### config.mk
export PLATFORM = sky130hd
export DESIGN_NAME = opnd_fetch
export DESIGN_NICKNAME = d
export VERILOG_FILES = /design/src/rtl/opf_pkg.sv /design/src/rtl/opf_addr_gen.sv /design/src/rtl/opf_seq.sv /design/src/rtl/opnd_fetch.sv
export SDC_FILE = /design/constraint.sdc
export NUM_CORES = 1
export LEC_CHECK = 0
export ABC_AREA = 1
export ABC_CLOCK_PERIOD_IN_PS = 8100
export BUFFER_PORTS_ARGS = -buffer_cell sky130_fd_sc_hd__buf_2
export CAP_MARGIN = 40
export CORE_MARGIN = 4
export CORE_UTILIZATION = 49
export CTS_BUF_LIST = sky130_fd_sc_hd__clkbuf_4 sky130_fd_sc_hd__clkbuf_8
export CTS_CLUSTER_DIAMETER = 50
export DETAILED_ROUTE_END_ITERATION = 10
export GPL_ROUTABILITY_DRIVEN = 0
export HOLD_SLACK_MARGIN = 0.12
export PLACE_DENSITY = 0.76
export REMOVE_ABC_BUFFERS = 1
export SYNTH_ARGS = -nofsm -noshare
export SYNTH_HDL_FRONTEND = slang
export SYNTH_HIERARCHICAL = 1
export SYNTH_SLANG_ARGS = --single-unit
### constraint.sdc
create_clock -name clk -period 8.1 [get_ports clk]
set_input_delay 1.215 -clock clk [delete_from_list [all_inputs] [get_ports clk]]
set_output_delay 1.215 -clock clk [all_outputs]
set_load 0.02 [all_outputs]
### src/rtl/opf_pkg.sv
// Package: shared types of the operand fetch unit.
// Assumes a 3-bit mode field; code 5 doubles as PC-relative when the
// register index is all ones.
package opf_pkg;

    typedef enum logic [2:0] {
        AM_REG  = 3'd0,
        AM_ABS  = 3'd1,
        AM_IMM  = 3'd2,
        AM_RIND = 3'd3,
        AM_MIND = 3'd4,
        AM_IDX  = 3'd5,
        AM_PINC = 3'd6,
        AM_PDEC = 3'd7
    } amode_t;

    typedef enum logic [1:0] {
        S_IDLE = 2'd0,
        S_RD1  = 2'd1,
        S_RD2  = 2'd2,
        S_FIN  = 2'd3
    } seq_st_t;

endpackage

### src/rtl/opf_addr_gen.sv
// Module: opf_addr_gen
// Purely combinational address arithmetic. It forms the effective address,
// the write-back value, the immediate value and the memory-use class for
// the current instruction fields. It assumes DW > CONST_W and that the
// all-ones register index in indexed mode denotes the program counter.
module opf_addr_gen
    import opf_pkg::*;
#(
    parameter int DW      = 16,
    parameter int RIDX_W  = 3,
    parameter int CONST_W = 8
) (
    input  logic [2:0]         mode,
    input  logic [RIDX_W-1:0]  reg_idx,
    input  logic [CONST_W-1:0] cst,
    input  logic [1:0]         size_sel,
    input  logic [DW-1:0]      reg_val,
    input  logic [DW-1:0]      pc_next,
    output logic [DW-1:0]      ea,
    output logic [DW-1:0]      wb_val,
    output logic [DW-1:0]      imm_val,
    output logic               needs_mem,
    output logic               two_reads,
    output logic               has_wb
);
    localparam int EXT_W = DW - CONST_W;

    logic [DW-1:0] sext;
    logic [DW-1:0] zext;
    logic [DW-1:0] step;
    logic [DW-1:0] idx_base;
    amode_t        m;

    // Extend the constant field both ways.
    always_comb begin
        sext = {{EXT_W{cst[CONST_W-1]}}, cst};
        zext = {{EXT_W{1'b0}}, cst};
    end

    // Pointer step from the operand size.
    always_comb begin
        step = '0;
        case (size_sel)
            2'b00:   step[0] = 1'b1;
            2'b01:   step[1] = 1'b1;
            default: step[2] = 1'b1;
        endcase
    end

    // Base for indexed mode: the PC stands in for the all-ones index.
    always_comb begin
        idx_base = (reg_idx == {RIDX_W{1'b1}}) ? pc_next : reg_val;
    end

    // Mode decode into the address, write-back value and sequencing class.
    always_comb begin
        m         = amode_t'(mode);
        ea        = '0;
        wb_val    = '0;
        needs_mem = 1'b1;
        two_reads = 1'b0;
        has_wb    = 1'b0;
        imm_val   = sext;
        case (m)
            AM_REG:  needs_mem = 1'b0;
            AM_IMM:  needs_mem = 1'b0;
            AM_ABS:  ea = zext;
            AM_RIND: ea = reg_val;
            AM_MIND: begin
                ea        = zext;
                two_reads = 1'b1;
            end
            AM_IDX:  ea = idx_base + sext;
            AM_PINC: begin
                ea     = reg_val;
                wb_val = reg_val + step;
                has_wb = 1'b1;
            end
            AM_PDEC: begin
                ea     = reg_val - step;
                wb_val = reg_val - step;
                has_wb = 1'b1;
            end
            default: needs_mem = 1'b0;
        endcase
    end

endmodule

### src/rtl/opf_seq.sv
// Module: opf_seq
// Sequencer of the operand fetch unit. It latches the decoded request on
// start, performs zero, one or two memory reads, and pulses done with the
// results and the optional write-back. It assumes the memory holds data
// valid in the cycle it raises ack, and that start is ignored while busy.
module opf_seq
    import opf_pkg::*;
#(
    parameter int DW     = 16,
    parameter int RIDX_W = 3
) (
    input  logic              clk,
    input  logic              rst_n,
    input  logic              start,
    input  logic              is_dest,
    input  logic [2:0]        mode,
    input  logic [RIDX_W-1:0] reg_idx,
    input  logic [DW-1:0]     reg_val,
    input  logic [DW-1:0]     ea,
    input  logic [DW-1:0]     wb_val,
    input  logic [DW-1:0]     imm_val,
    input  logic              needs_mem,
    input  logic              two_reads,
    input  logic              has_wb,
    output logic              mem_req,
    output logic [DW-1:0]     mem_addr,
    input  logic              mem_ack,
    input  logic [DW-1:0]     mem_rdata,
    output logic              done,
    output logic              illegal,
    output logic [DW-1:0]     operand,
    output logic [DW-1:0]     eff_addr,
    output logic              wb_en,
    output logic [RIDX_W-1:0] wb_idx,
    output logic [DW-1:0]     wb_data
);
    seq_st_t           st;
    logic [DW-1:0]     addr_q;
    logic [DW-1:0]     op_q;
    logic [DW-1:0]     eff_q;
    logic [DW-1:0]     wbv_q;
    logic [RIDX_W-1:0] idx_q;
    logic              two_q;
    logic              wb_q;
    logic              ill_q;

    // State, latched request and result registers.
    always_ff @(posedge clk) begin
        if (!rst_n) begin
            st     <= S_IDLE;
            addr_q <= '0;
            op_q   <= '0;
            eff_q  <= '0;
            wbv_q  <= '0;
            idx_q  <= '0;
            two_q  <= 1'b0;
            wb_q   <= 1'b0;
            ill_q  <= 1'b0;
        end else begin
            case (st)
                S_IDLE: begin
                    if (start) begin
                        idx_q <= reg_idx;
                        wbv_q <= wb_val;
                        wb_q  <= has_wb;
                        two_q <= two_reads;
                        ill_q <= 1'b0;
                        if (needs_mem) begin
                            addr_q <= ea;
                            eff_q  <= ea;
                            st     <= S_RD1;
                        end else begin
                            eff_q <= '0;
                            if (amode_t'(mode) == AM_IMM) begin
                                op_q  <= is_dest ? '0 : imm_val;
                                ill_q <= is_dest;
                            end else begin
                                op_q <= reg_val;
                            end
                            st <= S_FIN;
                        end
                    end
                end
                S_RD1: begin
                    if (mem_ack) begin
                        if (two_q) begin
                            addr_q <= mem_rdata;
                            eff_q  <= mem_rdata;
                            st     <= S_RD2;
                        end else begin
                            op_q <= mem_rdata;
                            st   <= S_FIN;
                        end
                    end
                end
                S_RD2: begin
                    if (mem_ack) begin
                        op_q <= mem_rdata;
                        st   <= S_FIN;
                    end
                end
                default: st <= S_IDLE;
            endcase
        end
    end

    // Output drive from state and latched values.
    always_comb begin
        mem_req  = (st == S_RD1) || (st == S_RD2);
        mem_addr = addr_q;
        done     = (st == S_FIN);
        illegal  = done && ill_q;
        wb_en    = done && wb_q;
        wb_idx   = idx_q;
        wb_data  = wbv_q;
        operand  = op_q;
        eff_addr = eff_q;
    end

    // done lasts one cycle only.
    a_r11_done_pulse: assert property (@(posedge clk) disable iff (!rst_n)
        done |=> !done);

    // write-back appears only with done.
    a_r11_wb_with_done: assert property (@(posedge clk) disable iff (!rst_n)
        wb_en |-> done);

    // an unanswered request holds its address.
    a_r12_req_hold: assert property (@(posedge clk) disable iff (!rst_n)
        (mem_req && !mem_ack) |=> (mem_req && $stable(mem_addr)));

    // the illegal flag pulses only with done.
    a_r3_illegal_with_done: assert property (@(posedge clk) disable iff (!rst_n)
        illegal |-> done);

    // start during a read never returns the sequencer to idle.
    a_r13_busy_start: assert property (@(posedge clk) disable iff (!rst_n)
        (mem_req && !mem_ack && start) |=> !done && mem_req);

    // an idle sequencer issues no request.
    a_r1_idle_quiet: assert property (@(posedge clk) disable iff (!rst_n)
        (st == S_IDLE) |-> !mem_req && !done);

endmodule

### src/rtl/opnd_fetch.sv
// Module: opnd_fetch (top)
// Operand fetch unit: combines the address arithmetic with the read
// sequencer. It assumes the register file read port returns rf_rdata for
// rf_raddr in the same cycle, and that a memory read is complete in the
// cycle mem_ack is high.
module opnd_fetch #(
    parameter int DW      = 16,
    parameter int RIDX_W  = 3,
    parameter int CONST_W = 8
) (
    input  logic               clk,
    input  logic               rst_n,
    input  logic               start,
    input  logic               is_dest,
    input  logic [2:0]         mode,
    input  logic [RIDX_W-1:0]  reg_idx,
    input  logic [CONST_W-1:0] const_fld,
    input  logic [1:0]         size_sel,
    input  logic [DW-1:0]      pc_next,
    output logic [RIDX_W-1:0]  rf_raddr,
    input  logic [DW-1:0]      rf_rdata,
    output logic               mem_req,
    output logic [DW-1:0]      mem_addr,
    input  logic               mem_ack,
    input  logic [DW-1:0]      mem_rdata,
    output logic               done,
    output logic               illegal,
    output logic [DW-1:0]      operand,
    output logic [DW-1:0]      eff_addr,
    output logic               wb_en,
    output logic [RIDX_W-1:0]  wb_idx,
    output logic [DW-1:0]      wb_data
);
    logic [DW-1:0] ea;
    logic [DW-1:0] wb_val;
    logic [DW-1:0] imm_val;
    logic          needs_mem;
    logic          two_reads;
    logic          has_wb;

    // Register file is addressed straight from the instruction field.
    always_comb rf_raddr = reg_idx;

    opf_addr_gen #(.DW(DW), .RIDX_W(RIDX_W), .CONST_W(CONST_W)) u_agen (
        .mode      (mode),
        .reg_idx   (reg_idx),
        .cst       (const_fld),
        .size_sel  (size_sel),
        .reg_val   (rf_rdata),
        .pc_next   (pc_next),
        .ea        (ea),
        .wb_val    (wb_val),
        .imm_val   (imm_val),
        .needs_mem (needs_mem),
        .two_reads (two_reads),
        .has_wb    (has_wb)
    );

    opf_seq #(.DW(DW), .RIDX_W(RIDX_W)) u_seq (
        .clk       (clk),
        .rst_n     (rst_n),
        .start     (start),
        .is_dest   (is_dest),
        .mode      (mode),
        .reg_idx   (reg_idx),
        .reg_val   (rf_rdata),
        .ea        (ea),
        .wb_val    (wb_val),
        .imm_val   (imm_val),
        .needs_mem (needs_mem),
        .two_reads (two_reads),
        .has_wb    (has_wb),
        .mem_req   (mem_req),
        .mem_addr  (mem_addr),
        .mem_ack   (mem_ack),
        .mem_rdata (mem_rdata),
        .done      (done),
        .illegal   (illegal),
        .operand   (operand),
        .eff_addr  (eff_addr),
        .wb_en     (wb_en),
        .wb_idx    (wb_idx),
        .wb_data   (wb_data)
    );

endmodule

==> results.ini <==
[clock_tree]
clk_latency_ns = 0.39
ctsResizeCount = 0
path_clk_slew_ns = 0.08
cts_hold_buf = 0
cts.sinks = 72
post_cts.repair.setup_buffers = 0
cts_made_buffers = 9
cts-root-buf = clkbuf_8
htree_num_levels = 3
clk_path_buf_depth = 2
tritoncts = done

[critical_path]
reg2regPathDepth = 7
criticalPathCategory = input pin to flop
worstSetupStartpointType = input pin
r2r_setup_slack_ns = 5.38
crit_required_ns = 8.38
worstReg2RegStart = u_seq/st[0]$_SDFFE_PN0P_
critical_path.endpoint = u_seq/eff_addr[13]$_SDFFE_PN0P_
path_max_fanout = 22
startpoint = reg_idx[2]
crit_path_end_kind = flop
r2r_end = u_seq/operand[5]$_SDFFE_PN0P_
critPathArrivalTime_ns = 3.77

[drt]
drtPass1Iterations = 6
wl_mm = 20.65
vias = 7404
detail-route-antenna-nets = 0
drc = 0
vias_per_cell = 5.327
routedWlPerCell_um = 14.85
drt_iter0_drc = 732

[global_route]
met2_usage_pct = 45.06
grt_overflow_total = 0
grt_util_met1_pct = 37.15
grt_pass1_wl_mm = 33.01
track_usage_pct = 27.92
grt.met3_usage_pct = 4.562
antenna_found_initial = 1
grt_pass1_vias = 6628
grt_max_degree = 38
grt.busiest_layer = met2

[floorplanning]
initial_core_util_pct = 50.65
rows = 41
core_sq_um = 12720
die_h_um = 122.7
die-area_sq_um = 15050
dieWidth_um = 122.7
io_pins = 143

[finish]
diodes = 0
syn2layout_area_growth_pct = 12.45
seqCellArea_sq_um = 1441
fin_area_sq_um = 7246
final_util_pct = 56.95
drive_above_1_share_pct = 16.75
nFillCells = 1361
fin_nets = 1316
multiInputGateArea_sq_um = 3998

[timing]
fin_skew_ns = 0.01183
min_period_ns = 3.490
worstMarginPinSlew_ns = 0.9422
setup_tns_ns = 0
max_freq_ghz = 0.2866
rsz0062_at_grt = no
hold_viol = 0
min_period_over_period_pct = 43.08
slew_headroom_pct = 36.95
drv_slew = 0
setup_viol = 0

[flow_run]
cap_violations = 0

[yosys]
synthCells = 1118
yosys_warnings = 6
ys_ff_latch = 72
synth_area_leaders = dfxtp_1 22%, nand2_1 17%, nor2_1 11%, inv_1 9.0%, o21ai_0 6.4%
seq_area_frac_synth_pct = 22.37
yosysTopAreaCellShare_pct = 22.37
syn_avg_cell_area_sq_um = 5.764
syn_area_sq_um = 6444
ys_types = 41
yosys.area.top_type = dfxtp_1

[place]
dpl.hpwl_mm = 15.88
placed_cell_area_sq_um = 7032
io_buffers = 142

[power_and_ir_drop]
p_int_w = 0.001077
p_per_area_nw_per_um2 = 309.0
p_switching_w = 0.001161
pwr-share-comb_pct = 60.0
power_w = 0.002239
p_sw_share_pct = 51.88
seq_power_share_pct = 25.7
p_leak_nw = 4.016
clockPowerShare_pct = 14.3
ir_worst_vdd_v = 0.0002046

[hold_path]
hold_path.class = flop to flop
hold_path.startpoint = u_seq/wb_data[5]$_SDFFE_PN0P_

[outcome]
run_status = finished, final reports clean

-- cell usage in the layout (no fill, tap or decap), types with 2 or more instances in the layout --
cell type,n
nand2_1,293
nor2_1,185
inv_1,155
buf_2,142
o21ai_0,82
nand3_1,76
dfxtp_1,72
a21oi_1,67
ha_1,31
nand2_2,17
nand4_1,14
clkbuf_8,11
a21boi_0,9
o21ai_1,6
nor2_2,5
inv_2,4
nor2_4,4
nor3_1,4
nand3b_1,3
o2111ai_1,3
fa_1,3
nand2_4,3
clkinvlp_4,2
a21oi_2,2
or2_1,2
nand3_2,2
buf_8,2
clkinv_1,2
-- metal layers --
layer / vias up / share of wire (%)
met5: - / 0.063
met4: 2 / 2.8
met3: 41 / 8.9
met2: 342 / 47
met1: 3355 / 42
li1: 3664 / -
-- cell usage after synthesis (all sizes together) --
master and instances:
nand2 313, nor2 195, inv 159, o21ai 88, nand3 79, dfxtp 72
a21oi 70, buf 46, ha 31, clkbuf 16, nand4 14, a21boi 9
nor3 4, or2 4, clkinv 3, fa 3, nand3b 3, o2111ai 3
a31oi 1, and2 1, and3 1, mux2i 1, o21bai 1, o22ai 1
-- worst min-delay path by stage --
| stage | endpoint | slack (ns) | depth (start not counted) |
|---|---|---|---|
| 3_3_place_gp | u_seq/wb_idx[0]$_SDFFE_PN0P_ | 0.46 | 2 |
| 3_5_place_dp | u_seq/wb_data[8]$_SDFFE_PN0P_ | 0.47 | 2 |
| 2_1_floorplan | u_seq/wb_q$_SDFFE_PN0P_ | 0.45 | 2 |
| 5_1_grt | u_seq/wb_data[8]$_SDFFE_PN0P_ | 0.51 | 2 |
| 4_1_cts | u_seq/wb_idx[1]$_SDFFE_PN0P_ | 0.49 | 2 |
| 6_report | u_seq/wb_data[5]$_SDFFE_PN0P_ | 0.48 | 2 |
-- worst max-delay path, stage by stage --
cell	delay, ns
buf_2	0.10
nand3_1	0.32
buf_8	0.29
nor2_1	0.10
a21oi_1	0.07
ha_1	0.38
nand2_1	0.18
inv_1	0.06
nand2_1	0.07
nand2_1	0.05
a21oi_1	0.20
nand3_1	0.11
nand3_1	0.10
nand2_1	0.07
a21boi_0	0.23
a21oi_1	0.06
nor2_1	0.11
nor2_1	0.04
-- power groups by stage --
stage	combinational, W	sequential (W)	clock [W]
2_1_floorplan	0.000758	0.000736	0
3_3_place_gp	0.00130	0.000580	0
3_5_place_dp	0.00132	0.000585	0
4_1_cts	0.00133	0.000577	0.000324
5_1_grt	0.00150	0.000593	0.000337
6_report	0.00134	0.000575	0.000321
-- kinds of logic (layout without fill, tap and decap cells) --
family                     Yosys count  count (layout)  synth area share (%)
AOI/OAI and AO/OA                  173             173                 14.33
adders and majority gates           34              34                 6.951
buffers and inverters              224             324                 15.59
DFF                                 72              72                 22.37
muxes                                1               1                0.1553
and+or+nand+nor                    614             614                 40.60
-- per-stage QoR --
stage          setup slack, ns  hold WS, ns  cells
2_1_floorplan            4.386       0.4549   1056
3_3_place_gp             3.723       0.4575   1370
3_5_place_dp             4.225       0.4658   1374
4_1_cts                  4.633       0.4851   1390
5_1_grt                  4.302       0.5100   1390
6_report                 4.610       0.4792   1390
-- cell type report --
| class | count | share of cell area, % |
|---|---|---|
| Inverter | 162 | 8.410 |
| Multi-Input combinational cell | 822 | 55.17 |
| Tap cell | 172 | 2.970 |
| Clock inverter | 5 | 0.8634 |
| Sequential cell | 72 | 19.89 |
| Timing Repair Buffer | 146 | 10.60 |
| Clock buffer | 11 | 2.089 |
-- flip-flops by register name (all words and copies together), names as in the netlist --
name            flops
u_seq/two_q         1
u_seq/operand      16
u_seq/eff_addr     16
u_seq/wb_data      16
u_seq/wb_q          1
u_seq/st            2
u_seq/wb_idx        3
u_seq/mem_addr     16
u_seq/ill_q         1
No activity file was read; power rests on OpenSTA's default activity.
